`config.mk`:
```
export PLATFORM = sky130hd
export DESIGN_NAME = irq_pin_front
export DESIGN_NICKNAME = d
export VERILOG_FILES = /design/src/rtl/irqfe_pkg.sv /design/src/rtl/irqfe_sync.sv /design/src/rtl/irqfe_ctrl.sv /design/src/rtl/irqfe_nmi.sv /design/src/rtl/irqfe_group.sv /design/src/rtl/irq_pin_front.sv
export SDC_FILE = /design/constraint.sdc
export NUM_CORES = 1
export LEC_CHECK = 0
export CAP_MARGIN = 20
export CORE_MARGIN = 1.5
export CORE_UTILIZATION = 31
export CTS_CLUSTER_DIAMETER = 200
export DETAILED_ROUTE_END_ITERATION = 10
export PLACE_DENSITY = 0.76
export SLEW_MARGIN = 20
export SYNTH_ARGS = -nofsm -noshare
export SYNTH_HDL_FRONTEND = slang
export SYNTH_HIERARCHICAL = 1
export SYNTH_SLANG_ARGS = --single-unit
```
`constraint.sdc`:
```
create_clock -name clk -period 1.4 [get_ports clk]
set_clock_uncertainty 0.15 [all_clocks]
set_input_delay 0.42 -clock clk [delete_from_list [all_inputs] [get_ports clk]]
set_output_delay 0.42 -clock clk [all_outputs]
set_load 0.01 [all_outputs]
```
`src/rtl/irqfe_pkg.sv`:
```
package irqfe_pkg;
  localparam int CTRL_W      = 32;
  localparam int BIT_NOHOLD  = 25;
  localparam int BIT_RISE    = 24;
  localparam int BIT_GRP0    = 23;
  localparam int NUM_GROUPS  = 2;
  localparam int GRP_PINS    = 4;
  localparam int NUM_PINS    = NUM_GROUPS * GRP_PINS;

  typedef struct packed {
    logic                  no_hold;
    logic                  rise_sel;
    logic [NUM_GROUPS-1:0] indep;
  } ctrl_t;
endpackage

```
`src/rtl/irqfe_sync.sv`:
```
module irqfe_sync #(
  parameter int         W       = 1,
  parameter logic [W-1:0] RST_VAL = '1
) (
  input  logic         clk,
  input  logic         rst_n,
  input  logic [W-1:0] d_async,
  output logic [W-1:0] q_sync
);
  logic [W-1:0] stage1;
  logic [W-1:0] stage2;

  always_ff @(posedge clk or negedge rst_n) begin
    if (!rst_n) begin
      stage1 <= RST_VAL;
      stage2 <= RST_VAL;
    end else begin
      stage1 <= d_async;
      stage2 <= stage1;
    end
  end

  assign q_sync = stage2;
endmodule

```
`src/rtl/irqfe_ctrl.sv`:
```
module irqfe_ctrl
  import irqfe_pkg::*;
(
  input  logic              clk,
  input  logic              rst_n,
  input  logic              we,
  input  logic [CTRL_W-1:0] wdata,
  output logic [CTRL_W-1:0] rdata,
  output irqfe_pkg::ctrl_t  ctrl,
  output logic              polarity_change
);
  irqfe_pkg::ctrl_t cfg_q;
  irqfe_pkg::ctrl_t cfg_d;

  always_comb begin
    cfg_d.no_hold  = wdata[BIT_NOHOLD];
    cfg_d.rise_sel = wdata[BIT_RISE];
    for (int g = 0; g < NUM_GROUPS; g++) begin
      cfg_d.indep[g] = wdata[BIT_GRP0 - g];
    end
  end

  always_ff @(posedge clk or negedge rst_n) begin
    if (!rst_n)  cfg_q <= '0;
    else if (we) cfg_q <= cfg_d;
  end

  always_comb begin
    rdata = '0;
    rdata[BIT_NOHOLD] = cfg_q.no_hold;
    rdata[BIT_RISE]   = cfg_q.rise_sel;
    for (int g = 0; g < NUM_GROUPS; g++) begin
      rdata[BIT_GRP0 - g] = cfg_q.indep[g];
    end
  end

  assign ctrl            = cfg_q;
  assign polarity_change = we && (cfg_d.rise_sel != cfg_q.rise_sel);
endmodule

```
`src/rtl/irqfe_nmi.sv`:
```
module irqfe_nmi (
  input  logic clk,
  input  logic rst_n,
  input  logic pin_sync,
  input  logic rise_sel,
  input  logic no_hold,
  input  logic polarity_change,
  input  logic cpu_block,
  input  logic ack,
  output logic req,
  output logic ctx_lost
);
  logic active_now;
  logic active_prev;
  logic hist_ok;
  logic edge_hit;
  logic pending;

  // Map the pin to an "active" level so one rising detector serves both polarities.
  assign active_now = rise_sel ? pin_sync : ~pin_sync;
  assign edge_hit   = hist_ok && active_now && !active_prev;

  always_ff @(posedge clk or negedge rst_n) begin
    if (!rst_n) begin
      active_prev <= 1'b0;
      hist_ok     <= 1'b0;
    end else begin
      active_prev <= active_now;
      hist_ok     <= !polarity_change;
    end
  end

  // A new edge wins over a same-cycle acknowledge; edges while pending merge.
  always_ff @(posedge clk or negedge rst_n) begin
    if (!rst_n)        pending <= 1'b0;
    else if (edge_hit) pending <= 1'b1;
    else if (ack)      pending <= 1'b0;
  end

  assign req = pending && (!cpu_block || no_hold);

  always_ff @(posedge clk or negedge rst_n) begin
    if (!rst_n) ctx_lost <= 1'b0;
    else        ctx_lost <= ack && req && cpu_block;
  end
endmodule

```
`src/rtl/irqfe_group.sv`:
```
module irqfe_group #(
  parameter int PINS = 4
) (
  input  logic [PINS-1:0] pins_sync,
  input  logic            indep,
  output logic [PINS-1:0] level,
  output logic [PINS-1:0] flags
);
  logic [PINS-1:0] asserted;

  assign asserted = ~pins_sync;
  assign level    = indep ? '0 : asserted;
  assign flags    = indep ? asserted : '0;
endmodule

```
`src/rtl/irq_pin_front.sv`:
```
module irq_pin_front
  import irqfe_pkg::*;
(
  input  logic              clk,
  input  logic              rst_n,
  input  logic              ctrl_we,
  input  logic [CTRL_W-1:0] ctrl_wdata,
  output logic [CTRL_W-1:0] ctrl_rdata,
  input  logic              nmi_pin,
  input  logic [NUM_PINS-1:0] req_pins,
  input  logic              cpu_block,
  input  logic              nmi_ack,
  output logic              nmi_req,
  output logic              ctx_lost,
  output logic [NUM_PINS-1:0] req_level,
  output logic [NUM_PINS-1:0] req_flags
);
  irqfe_pkg::ctrl_t     cfg;
  logic                 pol_chg;
  logic                 nmi_s;
  logic [NUM_PINS-1:0]  pins_s;

  irqfe_ctrl u_ctrl (
    .clk(clk), .rst_n(rst_n), .we(ctrl_we), .wdata(ctrl_wdata),
    .rdata(ctrl_rdata), .ctrl(cfg), .polarity_change(pol_chg)
  );

  irqfe_sync #(.W(1), .RST_VAL(1'b1)) u_sync_nmi (
    .clk(clk), .rst_n(rst_n), .d_async(nmi_pin), .q_sync(nmi_s)
  );

  irqfe_sync #(.W(NUM_PINS), .RST_VAL({NUM_PINS{1'b1}})) u_sync_req (
    .clk(clk), .rst_n(rst_n), .d_async(req_pins), .q_sync(pins_s)
  );

  irqfe_nmi u_nmi (
    .clk(clk), .rst_n(rst_n), .pin_sync(nmi_s), .rise_sel(cfg.rise_sel),
    .no_hold(cfg.no_hold), .polarity_change(pol_chg), .cpu_block(cpu_block),
    .ack(nmi_ack), .req(nmi_req), .ctx_lost(ctx_lost)
  );

  for (genvar g = 0; g < NUM_GROUPS; g++) begin : g_grp
    irqfe_group #(.PINS(GRP_PINS)) u_grp (
      .pins_sync(pins_s[g*GRP_PINS +: GRP_PINS]),
      .indep(cfg.indep[g]),
      .level(req_level[g*GRP_PINS +: GRP_PINS]),
      .flags(req_flags[g*GRP_PINS +: GRP_PINS])
    );
  end
endmodule

```
== Word-level counts from Yosys, hierarchy flattened ==
Index checks and enable logic that the tools add are counted.

* Logic and storage cells: 33
* Bits in registers: 26

* Equality and inequality tests: 1
* Reduce and logical (&&, ||, !) cells: 11
* Bitwise gates (word level): 3
* Multiplexer cells: 7

{| class="wikitable"
|+ Operator list
! operator !! count
|-
| 4-bit two-way mux || 4
|-
| 4-bit inverter || 2
|-
| 1-bit logical AND || 6
|-
| 1-bit zero test || 3
|-
| 1-bit two-way mux || 3
|-
| 2-bit nonzero test || 1
|-
| 1-bit logical OR || 1
|-
| 1-bit inequality test || 1
|-
| 1-bit inverter || 1
|}

== Logic depth before layout (Yosys ltp) ==
* Depth after elaboration: 5
* Depth in mapped cells: 3

== By module ==
The synthesis kept the hierarchy.

{| class="wikitable"
|+ Modules (own cells, without submodules)
! module !! area an instance (um^2) !! times used !! cells each
|-
| irqfe_sync (u_sync_req) || 420.4 || 1 || 16
|-
| irqfe_ctrl || 405.4 || 1 || 43
|-
| irqfe_nmi || 150.1 || 1 || 12
|-
| irqfe_group || 50.0 || 2 || 8
|-
| irqfe_sync (u_sync_nmi) || 52.6 || 1 || 2
|}

== Worst setup path before layout ==
No wires, ideal clock.

* Kind: flip-flop to output port
* From: register u_sync_req.stage2[0], in the netlist u_sync_req/q_sync[0]
* To: output port req_flags[0]
* Stages on the path, launching flop included: 2
* Data required time: 0.830 ns
* Setup slack: 0.106 ns
* Data arrival time: 0.724 ns
* Cell sequence: dfstp_2 and2b_2

* Word-level cells in the longest chain between the ends: 2

{| class="wikitable"
|+ RTL lines
! element !! line !! RTL
|-
| from (decl) || irqfe_sync.sv:11 || <nowiki>logic [W-1:0] stage2;</nowiki>
|-
| from (signal assigned) || irqfe_sync.sv:19 || <nowiki>stage2 <= stage1;</nowiki>
|-
| 4-bit inverter || irqfe_group.sv:11 || <nowiki>assign asserted = ~pins_sync;</nowiki>
|-
| 4-bit two-way mux || irqfe_group.sv:13 || <nowiki>assign flags = indep ? asserted : '0;</nowiki>
|-
| to (decl) || irq_pin_front.sv:16 || <nowiki>output logic [NUM_PINS-1:0] req_flags</nowiki>
|}

Every way passes these cells.

== Final worst setup path ==
* From: register u_ctrl.cfg_q (netlist bit u_ctrl/ctrl[0])
* To: output port req_flags[3]

* Word-level cells in the longest chain between the ends: 1

{| class="wikitable"
|+ RTL lines
! element !! line !! RTL
|-
| from (decl) || irqfe_ctrl.sv:12 || <nowiki>irqfe_pkg::ctrl_t cfg_q;</nowiki>
|-
| from (signal assigned) || irqfe_ctrl.sv:25 || <nowiki>else if (we) cfg_q <= cfg_d;</nowiki>
|-
| 4-bit two-way mux || irqfe_group.sv:13 ||
|}

Every way passes these cells.

==> results.sh <==
export IMPL_clock_sinks=26
export IMPL_synth_async_reset_ratio_pct=100
export IMPL_path_class="flop to output port"
export IMPL_grt_usage_pct=10.4
export IMPL_power_total_mw=1.54
export IMPL_postRouteAntennaNets=0
export IMPL_hp_class="flop to flop"
export IMPL_io_buffer_count=39
export IMPL_crit_slowest_cell="dfrtp_2"
export IMPL_dr_first_iter_drc_count=12
export IMPL_firstDrtPassIters=2
export IMPL_fin_ws_ns=-0.385
export IMPL_violations="negative setup slack"
export IMPL_die_x_um=63.3
export IMPL_diodes=0
export IMPL_start_util_pct=33.0
export IMPL_r2r_setup_slack_ns=0.20
export IMPL_cap_viol_max_count=0
export IMPL_routed_wl_mm=1.91
export IMPL_dieArea_sq_mm=0.00401
export IMPL_cts_root_buf="clkbuf_4"
export IMPL_cts_tree="built"
export IMPL_path_cells="buf_6 > and2b_2 > buf_6"
export IMPL_layout_cells_non_filler=186
export IMPL_synth_edf_count=0
export IMPL_required_ns=0.83
export IMPL_worst_path_most_repeated_cell="buf_6"
export IMPL_hpwl_mm=1.40
export IMPL_clockBufferDepth=2
export IMPL_status="finished with violations"
export IMPL_yosys_register_bits=26
export IMPL_final_common_cell="conb_1"
export IMPL_final_seq_area_sq_um=676
export IMPL_postLayoutCoreUtil_pct=46.1
export IMPL_vias=690
export IMPL_final_setup_viol_count=21
export IMPL_final_cell_mix="conb_1 (28), dfstp_2 (18), buf_6 (16), clkdlybuf4s50_1 (16), buf_2 (11)"
export IMPL_yosys_warnings=6
export IMPL_clk_latency_ns=0.31
export IMPL_wl_per_cell_um=10.3
export IMPL_htreeDepth=1
export IMPL_numCtsBuffers=3
export IMPL_nets=187
export IMPL_leakagePower_nw=0.765
export IMPL_placedCellCount=173
export IMPL_hold_violations=0
export IMPL_multi_input_area_sq_um=320
export IMPL_clk_pin_slew_worst_paths_ns=0.13
export IMPL_grt_ovfl_total=0
export IMPL_finalCritPeriodShare_pct=128
export IMPL_drive_gt1_share_pct=54.3
export IMPL_rsz0062_at_grt="true"
export IMPL_syn_area_sq_mm=0.00113
export IMPL_synthCells=89
export IMPL_peakVddDrop_mv=0.636
export IMPL_design_core_area_sq_mm=0.00342
export IMPL_syn2layout_area_growth_pct=39.6
export IMPL_crit_path_start_kind="flop"
export IMPL_grt_pass1_wl_mm=3.16
export IMPL_routed_via_density=3.71
export IMPL_slowest_delay_ns=0.47
export IMPL_arrival_ns=1.22
export IMPL_grt_max_degree=27
export IMPL_avgSynthCellArea_sq_um=12.7
export IMPL_report_final_slew_viol_count=0
export IMPL_synthFlopType="dfstp_2"
export IMPL_grt_antenna_before_repair=0
export IMPL_seq_area_frac_synth_pct=59.6
export IMPL_endpoint_kind="output port"
export IMPL_synth_distinct_cells=14
export IMPL_ioPinCount=96
export IMPL_drc_errors=0
export IMPL_die_y_um=63.3
export IMPL_nFillCells=316
export IMPL_p_per_area_mw_per_mm2=976
export IMPL_hold_buffers=0
export IMPL_layout_min_cycle_time_ns=1.79
export IMPL_critPathMaxFanout=4
export IMPL_gp_congestion=0.691
export IMPL_fmax_mhz=560
export IMPL_row_count=21
export IMPL_grt_pass1_vias=666
routing by layer:
layer  vias to the layer above  wire length (um)  track usage [%]
met5                         -                 0                0
met4                         0                17             5.71
met2                        48               971             17.9
li1                        315                 -                -
met1                       325               757             12.1
met3                         2               160             1.79
worst max-delay path, delay by kind of cell, from the launching register on:
family	cells	cell delay (ns)
buffers and inverters	2	0.25
and+or+nand+nor	1	0.19
DFF	1	0.47
worst paths after layout:
check	from	to	cells past startpoint
hold / removal	u_sync_req/stage1[7]	u_sync_req/q_sync[7]	0
setup / recovery	u_ctrl/ctrl[0]	req_flags[3]	3
setup reg to reg	u_ctrl/ctrl[2]	u_nmi/pending	3
min in group asynchronous	rst_n	u_ctrl/ctrl[1]	2
hold reg to reg	u_sync_req/stage1[7]	u_sync_req/q_sync[7]	0
max in group asynchronous	rst_n	u_sync_req/q_sync[3]	2
registers in the layout (all words and copies together) (netlist names):
signal	flops
u_sync_req/q_sync	8
u_sync_req/stage1	8
u_ctrl/ctrl	4
u_nmi/active_prev	1
u_nmi/ctx_lost	1
u_nmi/hist_ok	1
u_nmi/pending	1
u_sync_nmi/q_sync	1
u_sync_nmi/stage1	1
what timing repair did:
action	CTS	global route
gates resized for setup	109	10
buffers inserted	8	1
endpoints found under the setup margin	22	22
pin swaps	3	1
power by group:
part           internal [mW]  switching (mW)
combinational          0.214           0.162
sequential             0.826          0.0315
clock                  0.111           0.193
total                   1.15           0.387
metrics by stage:
| step | area, sq um | setup slack, ns | hold slack (ns) | setup TNS (ns) |
|---|---|---|---|---|
| 2_1_floorplan | 1230 | 0.106 | -0.0256 | 0 |
| 3_3_place_gp | 1480 | -0.710 | 0.195 | -7.61 |
| 3_5_place_dp | 1480 | -0.818 | 0.197 | -8.09 |
| 4_1_cts | 1530 | -0.393 | 0.215 | -6.33 |
| 5_1_grt | 1580 | -0.440 | 0.218 | -7.29 |
| 6_report | 1580 | -0.385 | 0.213 | -6.10 |
final cells by class:
class	count	area share, %
multi-input combinational	54	20.3
clock buffer	4	1.67
tap	46	3.65
inverter	4	0.953
timing repair buffer	52	30.5
sequential	26	42.9
kinds of logic (layout without fill, tap and decap cells):
family / Yosys count / after routing / synth area share [%]
mux: 4 / 4 / 3.99
xor+xnor: 2 / 2 / 1.55
simple gates: 18 / 18 / 10.3
buf+inv: 36 / 60 / 22.6
other cells: 1 / 28 / 0.332
flops: 26 / 26 / 59.6
compound gates: 2 / 2 / 1.55
synthesized netlist by cell type, drive strengths merged, types with 4 or more instances:
cell   instances  area, sq um
and2b          8         70.1
dfrtp          8          200
dfstp         18          473
buf           32          240
inv            4         15.0
nor2           8         30.0
mux2           4         45.0
(Power assumes the default switching activity.)
